`config.mk`:
```
export PLATFORM = sky130hd
export DESIGN_NAME = fpd_ctrl
export DESIGN_NICKNAME = d
export VERILOG_FILES = /design/src/rtl/fpd_pkg.sv /design/src/rtl/fpd_decode.sv /design/src/rtl/fpd_timer.sv /design/src/rtl/fpd_addr.sv /design/src/rtl/fpd_ctrl.sv
export SDC_FILE = /design/constraint.sdc
export NUM_CORES = 1
export LEC_CHECK = 0
export ABC_AREA = 1
export ABC_CLOCK_PERIOD_IN_PS = 2900
export BUFFER_PORTS_ARGS = -buffer_cell sky130_fd_sc_hd__buf_2
export CAP_MARGIN = 20
export CORE_ASPECT_RATIO = 0.6
export CORE_UTILIZATION = 32
export DETAILED_ROUTE_END_ITERATION = 8
export GPL_TIMING_DRIVEN = 0
export PLACE_DENSITY_LB_ADDON = 0.1
export SYNTH_ARGS = -nofsm -noshare
export SYNTH_HDL_FRONTEND = slang
export SYNTH_SLANG_ARGS = --single-unit
export TNS_END_PERCENT = 20
```
`constraint.sdc`:
```
create_clock -name clk -period 2.9 [get_ports clk]
set_input_delay 0.58 -clock clk [delete_from_list [all_inputs] [get_ports clk]]
set_output_delay 0.58 -clock clk [all_outputs]
set_load 0.05 [all_outputs]
```
`src/rtl/fpd_pkg.sv`:
```
package fpd_pkg;

  typedef enum logic [2:0] {
    S_IDLE = 3'd0,
    S_T1   = 3'd1,
    S_TW   = 3'd2,
    S_T2   = 3'd3,
    S_BC   = 3'd4,
    S_PRE  = 3'd5
  } fpd_state_e;

  // A programmed zero wait count is raised to one.
  function automatic int unsigned eff_wait(input int unsigned w);
    return (w == 0) ? 1 : w;
  endfunction

  // Byte-to-word shift selected by the port-size code.
  function automatic int unsigned word_shift(input logic [1:0] ps);
    case (ps)
      2'b01:   return 0;
      2'b10:   return 1;
      default: return 2;
    endcase
  endfunction

  // Widest code is only legal for EDO devices.
  function automatic logic ps_legal(input logic [1:0] ps, input logic edo);
    return !((ps == 2'b11) && !edo);
  endfunction

endpackage

```
`src/rtl/fpd_decode.sv`:
```
module fpd_decode
  import fpd_pkg::*;
#(
  parameter int ADDR_W = 16
) (
  input  logic [ADDR_W-1:0] addr_i,
  input  logic [ADDR_W-1:0] base_i,
  input  logic [ADDR_W-1:0] mask_i,
  input  logic [1:0]        ps_i,
  input  logic              edo_i,
  output logic              hit_o,
  output logic              ps_bad_o
);

  assign hit_o    = (((addr_i ^ base_i) & mask_i) == '0);
  assign ps_bad_o = !ps_legal(ps_i, edo_i);

endmodule

```
`src/rtl/fpd_timer.sv`:
```
module fpd_timer
  import fpd_pkg::*;
#(
  parameter int WAIT_W = 4
) (
  input  logic              clk,
  input  logic              rst_n,
  input  logic              load_i,
  input  logic [WAIT_W-1:0] load_val_i,
  input  logic              dec_i,
  output logic              done_o
);

  logic [WAIT_W-1:0] cnt_q;

  always_ff @(posedge clk or negedge rst_n) begin
    if (!rst_n) begin
      cnt_q <= '0;
    end else if (load_i) begin
      cnt_q <= WAIT_W'(eff_wait(32'(load_val_i)) - 1);
    end else if (dec_i) begin
      cnt_q <= cnt_q - 1'b1;
    end
  end

  assign done_o = (cnt_q == '0);

endmodule

```
`src/rtl/fpd_addr.sv`:
```
module fpd_addr
  import fpd_pkg::*;
#(
  parameter int ADDR_W = 16,
  parameter int ROW_W  = 6,
  parameter int COL_W  = 5,
  parameter int BEAT_W = 3,
  parameter int MA_W   = 6
) (
  input  logic [ADDR_W-1:0] addr_i,
  input  logic [1:0]        ps_i,
  input  logic [BEAT_W-1:0] beat_i,
  input  logic              sel_row_i,
  output logic [MA_W-1:0]   dram_addr_o
);

  logic [ADDR_W-1:0] word;
  logic [COL_W-1:0]  col;
  logic [ROW_W-1:0]  row;

  assign word = addr_i >> word_shift(ps_i);
  assign col  = COL_W'(word) + COL_W'(beat_i);
  assign row  = ROW_W'(word >> COL_W);

  assign dram_addr_o = sel_row_i ? MA_W'(row) : MA_W'(col);

endmodule

```
`src/rtl/fpd_ctrl.sv`:
```
module fpd_ctrl
  import fpd_pkg::*;
#(
  parameter int ADDR_W = 16,
  parameter int DATA_W = 32,
  parameter int ROW_W  = 6,
  parameter int COL_W  = 5,
  parameter int WAIT_W = 4,
  parameter int BEAT_W = 3,
  localparam int MA_W  = (ROW_W > COL_W) ? ROW_W : COL_W
) (
  input  logic              clk,
  input  logic              rst_n,
  input  logic [ADDR_W-1:0] cfg_base,
  input  logic [ADDR_W-1:0] cfg_mask,
  input  logic [WAIT_W-1:0] cfg_first_wait,
  input  logic [WAIT_W-1:0] cfg_burst_wait,
  input  logic [1:0]        cfg_port_size,
  input  logic              cfg_edo,
  input  logic              req,
  input  logic [ADDR_W-1:0] req_addr,
  input  logic              req_write,
  input  logic [BEAT_W-1:0] req_len,
  input  logic [DATA_W-1:0] req_wdata,
  output logic              ta_n,
  output logic [DATA_W-1:0] rdata,
  output logic              cfg_err,
  output logic [MA_W-1:0]   dram_addr,
  output logic              ras_n,
  output logic              cas_n,
  output logic              we_n,
  output logic              oe_n,
  output logic [DATA_W-1:0] dram_wdata,
  input  logic [DATA_W-1:0] dram_rdata
);

  fpd_state_e        st, st_nx;
  logic [ADDR_W-1:0] addr_q;
  logic              wr_q;
  logic [BEAT_W-1:0] len_q;
  logic [BEAT_W-1:0] beat_q;
  logic [1:0]        ps_q;
  logic [DATA_W-1:0] wdata_q;
  logic [DATA_W-1:0] rdata_q;
  logic              rel_q;

  // Named internal events
  logic hit, ps_bad, tm_done;
  logic ev_idle, ev_start, ev_ack, ev_last_beat, ev_next_beat;
  logic ev_cas_phase, ev_ras_phase;

  fpd_decode #(.ADDR_W(ADDR_W)) u_decode (
    .addr_i   (req_addr),
    .base_i   (cfg_base),
    .mask_i   (cfg_mask),
    .ps_i     (cfg_port_size),
    .edo_i    (cfg_edo),
    .hit_o    (hit),
    .ps_bad_o (ps_bad)
  );

  assign ev_idle      = (st == S_IDLE) || (st == S_PRE);
  assign ev_start     = ev_idle && req && hit && !ps_bad;
  assign ev_ack       = (st == S_T2);
  assign ev_last_beat = (beat_q == len_q);
  assign ev_next_beat = ev_ack && !ev_last_beat;
  assign ev_cas_phase = (st == S_TW) || (st == S_T2);
  assign ev_ras_phase = (st == S_T1) || (st == S_BC) || ev_cas_phase;

  fpd_timer #(.WAIT_W(WAIT_W)) u_timer (
    .clk        (clk),
    .rst_n      (rst_n),
    .load_i     (ev_start || ev_next_beat),
    .load_val_i (ev_start ? cfg_first_wait : cfg_burst_wait),
    .dec_i      ((st == S_TW) && !tm_done),
    .done_o     (tm_done)
  );

  always_comb begin
    st_nx = st;
    case (st)
      S_IDLE, S_PRE: st_nx = ev_start ? S_T1 : S_IDLE;
      S_T1:          st_nx = S_TW;
      S_TW:          st_nx = tm_done ? S_T2 : S_TW;
      S_T2:          st_nx = ev_last_beat ? S_PRE : S_BC;
      S_BC:          st_nx = S_TW;
      default:       st_nx = S_IDLE;
    endcase
  end

  always_ff @(posedge clk or negedge rst_n) begin
    if (!rst_n) begin
      st      <= S_IDLE;
      addr_q  <= '0;
      wr_q    <= 1'b0;
      len_q   <= '0;
      beat_q  <= '0;
      ps_q    <= '0;
      wdata_q <= '0;
      rdata_q <= '0;
    end else begin
      st <= st_nx;
      if (ev_start) begin
        addr_q  <= req_addr;
        wr_q    <= req_write;
        len_q   <= req_len;
        beat_q  <= '0;
        ps_q    <= cfg_port_size;
        wdata_q <= req_wdata;
      end
      if (ev_next_beat) begin
        beat_q  <= beat_q + 1'b1;
        wdata_q <= req_wdata;
      end
      if (ev_ack && !wr_q) begin
        rdata_q <= dram_rdata;
      end
    end
  end

  // Early row release: sampled on the falling edge within the final
  // beat's column phase.
  always_ff @(negedge clk or negedge rst_n) begin
    if (!rst_n) begin
      rel_q <= 1'b0;
    end else begin
      rel_q <= ev_cas_phase && ev_last_beat;
    end
  end

  fpd_addr #(
    .ADDR_W (ADDR_W),
    .ROW_W  (ROW_W),
    .COL_W  (COL_W),
    .BEAT_W (BEAT_W),
    .MA_W   (MA_W)
  ) u_addr (
    .addr_i      (addr_q),
    .ps_i        (ps_q),
    .beat_i      (beat_q),
    .sel_row_i   (st == S_T1),
    .dram_addr_o (dram_addr)
  );

  assign ras_n      = !ev_ras_phase || rel_q;
  assign cas_n      = !ev_cas_phase;
  assign oe_n       = !(ev_cas_phase && !wr_q);
  assign we_n       = !(ev_ras_phase && wr_q);
  assign ta_n       = !ev_ack;
  assign rdata      = rdata_q;
  assign dram_wdata = wdata_q;
  assign cfg_err    = ps_bad;

  // ---------------- assertions ----------------
  assert_ta_pulse_R3: assert property (@(posedge clk) disable iff (!rst_n)
    !ta_n |=> ta_n);

  assert_cas_release_R4: assert property (@(posedge clk) disable iff (!rst_n)
    !ta_n |=> cas_n);

  assert_oe_under_cas_R4: assert property (@(posedge clk) disable iff (!rst_n)
    !oe_n |-> !cas_n);

  assert_min_wait_R2: assert property (@(posedge clk) disable iff (!rst_n)
    $fell(cas_n) |-> ta_n);

  assert_cas_hold_R2: assert property (@(posedge clk) disable iff (!rst_n)
    $fell(cas_n) |=> !cas_n);

  assert_cas_under_ras_R6: assert property (@(posedge clk) disable iff (!rst_n)
    $fell(cas_n) |-> $past(!ras_n));

  assert_ras_early_R5: assert property (@(posedge clk) disable iff (!rst_n)
    (!ta_n && ev_last_beat) |-> ras_n);

  assert_we_oe_excl_R7: assert property (@(posedge clk) disable iff (!rst_n)
    !(!we_n && !oe_n));

  assert_refuse_R8: assert property (@(posedge clk) disable iff (!rst_n)
    (cfg_err && ras_n) |=> ras_n);

  assert_window_R1: assert property (@(posedge clk) disable iff (!rst_n)
    (ev_idle && !hit) |=> ras_n);

  assert_precharge_R9: assert property (@(posedge clk) disable iff (!rst_n)
    (!ta_n && ras_n) |=> ras_n);

endmodule

```
==> impl_metrics.json <==
{
  "p_sw_mw": 2.56,
  "p_total_mw": 5.55,
  "outcome": "finished, violations left",
  "via_per_inst": 4.45,
  "num_rows": 34,
  "combPwrFrac_pct": 47.0,
  "drtIter0Drc": 278,
  "worst_r2r_startpoint": "st[2]",
  "syn2layout_area_growth_pct": 37.9,
  "die_y_microns": 96.9,
  "synth.avg_cell_area_sq_um": 8.30,
  "r2r_setup_slack_ps": 350,
  "path_max_fanout": 3,
  "multiInputGateArea_sq_mm": 0.00218,
  "antenna_cells": 0,
  "worstMarginPinSlew_ps": 636,
  "grt_max_degree": 66,
  "yosysUniqueCellTypes": 38,
  "min_period_ps": 3190,
  "portBuffers": 205,
  "yosys-top-cells-area": "dfrtp_1 (49%), nand2_1 (18%), mux2_2 (7.5%)",
  "hp-class": "in2async",
  "overflow": 0,
  "grt_pass1_wl_microns": 22100,
  "vias": 4468,
  "finalWorstSetupSlack_ps": -286,
  "clock_latency_ps": 340,
  "drive_gt1_share_pct": 38.7,
  "seq_power_share_pct": 32.3,
  "p_int_mw": 2.99,
  "clock_path_buffers": 2,
  "postSynth.asyncResetShare_pct": 100,
  "ys_seq_area_share_pct": 49.5,
  "netlist_instances": 579,
  "mostFrequentLayoutCells": "nand2_1 (222), buf_2 (202), dfrtp_1 (94)",
  "whs_ps": 174,
  "core_sq_mm": 0.0146,
  "crit_arrival_ps": 2610,
  "hold_violations": 0,
  "start_util_pct": 32.9,
  "leakagePower_nw": 3.68,
  "worstRegToRegCells": 7,
  "die_area_sq_mm": 0.0155,
  "setup_viol": 5,
  "p_clk_share_pct": 20.7,
  "antenna_found_initial": 0,
  "synth_seq_cells": 95,
  "power.density_mw_per_mm2": 838,
  "gr-usage-all-layers_pct": 18.1,
  "fmax_mhz": 314,
  "clockRootBuffer": "clkbuf_16",
  "cts_tree": "done",
  "clkTransAtPathRegs_ps": 70,
  "grt_pass1_vias": 4306,
  "synth_top_flop_cell": "dfrtp_1",
  "synth_top_area_share_pct": 49.0,
  "post-route-period-util_pct": 110,
  "drtPass1Iterations": 4,
  "rsz0062_at_grt": "yes",
  "violations": "negative setup slack",
  "worst_r2r_endpoint": "rel_q",
  "required_ps": 2320,
  "die_width_microns": 160,
  "max-slew-margin-rel_pct": 57.6,
  "place_congestion": 0.826,
  "critPathLaunchType": "register",
  "detail-route-antenna-nets": 0,
  "final_common_cell": "nand2_1",
  "dp_hpwl_microns": 10600,
  "syn-num-nets": 716,
  "sw_frac_of_total_pct": 46.2,
  "ios": 206,
  "drt_wl_total_microns": 13400,
  "finClkSkew_ps": 8.89,
  "syn_area_sq_mm": 0.00480,
  "drcViolationCount": 0,
  "yosys_warnings": 0,
  "synth_edf_count": 0,
  "register_area_sq_mm": 0.00238,
  "synth_top_area_cell": "dfrtp_1",
  "nNetsFinal": 939,
  "maxCapViolations": 0,
  "vdd_drop_max_uv": 491,
  "fillers": 1496,
  "slew_violations": 0,
  "cts_made_buffers": 9,
  "htreeDepth": 3,
  "fin_util_pct": 45.4,
  "crit_path_end_kind": "primary output",
  "wl_per_cell_microns": 13.4,
  "crit_type": "reg2out",
  "clkSinkCount": 95
}
-- final cells by class --
cell class | instances | share of cell area, %
plain buffers | 16 | 1.66
clock buffers | 9 | 3.40
clock inverters | 7 | 0.945
inverters | 65 | 3.99
multi-input cells | 403 | 32.9
flip-flops and latches | 95 | 35.9
well taps | 198 | 3.74
repair buffers | 212 | 17.5
-- registers in the layout, summed over array words and instances, names as in the netlist, 2 cells and up --
register / cells
dram_wdata: 32
st: 3
rdata: 32
addr_q: 14
beat_q: 3
u_timer.cnt_q: 4
ps_q: 2
len_q: 3
-- how the worst max path moves through the flow --
stage            start            to  slack, ps  cells after the start
2_1_floorplan  ps_q[1]  dram_addr[2]       -140                      9
3_3_place_gp     rst_n         rel_q      -1040                      1
3_5_place_dp   ps_q[1]  dram_addr[4]       -390                     13
4_1_cts        ps_q[1]  dram_addr[4]       -300                     13
5_1_grt        ps_q[1]  dram_addr[4]       -400                     13
6_report       ps_q[1]  dram_addr[4]       -290                     13
-- power by group through the flow --
stage,Combinational [mW],Clock (mW),Sequential (mW)
global placement,2.39,0,1.80
CTS,2.59,1.20,1.79
detailed placement,2.42,0,1.81
finish,2.61,1.15,1.79
global route,2.80,1.25,1.83
floorplan,1.10,0,2.47
-- Yosys cell counts, types with 4 or more instances --
cell type,instances
nand2_1,225
dfrtp_1,94
inv_1,59
o21ai_0,42
mux2_2,32
nor2_1,25
nand3_1,22
nand2_2,7
a21oi_1,6
clkbuf_1,6
ha_1,6
inv_2,5
buf_4,4
xnor2_1,4
-- layer usage --
metal	vias up	share of wire, %	GRT usage (%)
met1	2055	50	26.9
met3	9	6.3	3.99
met5	-	0	0
met4	0	0.72	3.81
met2	139	43	26.8
li1	2265	-	-
-- stage by stage --
| step | TNS (ps) | cell area, sq um | setup WS [ps] | cells |
|---|---|---|---|---|
| floorplan | -415 | 4810 | -145 | 579 |
| global placement | -1740 | 6080 | -1040 | 982 |
| detailed placement | -751 | 6110 | -387 | 983 |
| CTS | -719 | 6580 | -301 | 1005 |
| global route | -1180 | 6620 | -398 | 1005 |
| finish | -741 | 6620 | -286 | 1005 |
-- critical path, cell delays in order (launching register included) --
cell and delay [ps]:
dfrtp_1 410, ha_4 210, clkbuf_16 150, o21ai_4 120, o22ai_2 90, ha_2 200, fa_2 370, nand2_2 70
inv_2 40, o21ai_2 110, xor2_1 170, nand2_1 90, nand2_2 90, buf_8 140
-- cell families after synthesis --
logic type | after synthesis | synth area share (%)
flip-flops | 95 | 49.5
AND/OR/NAND/NOR | 294 | 25.7
XOR/XNOR | 7 | 1.28
AO/OA/AOI/OAI | 61 | 6.93
buffers and inverters | 81 | 6.72
multiplexers | 34 | 7.92
adder cells (fa/ha/maj) | 7 | 1.98
-- timing repair --
action,CTS,global route
resized for setup,40,12
setup endpoints to repair,7,5
setup buffers,6,0
pin swaps,10,6
hold buffers,0,0
Power figures use the tool's default switching activity.
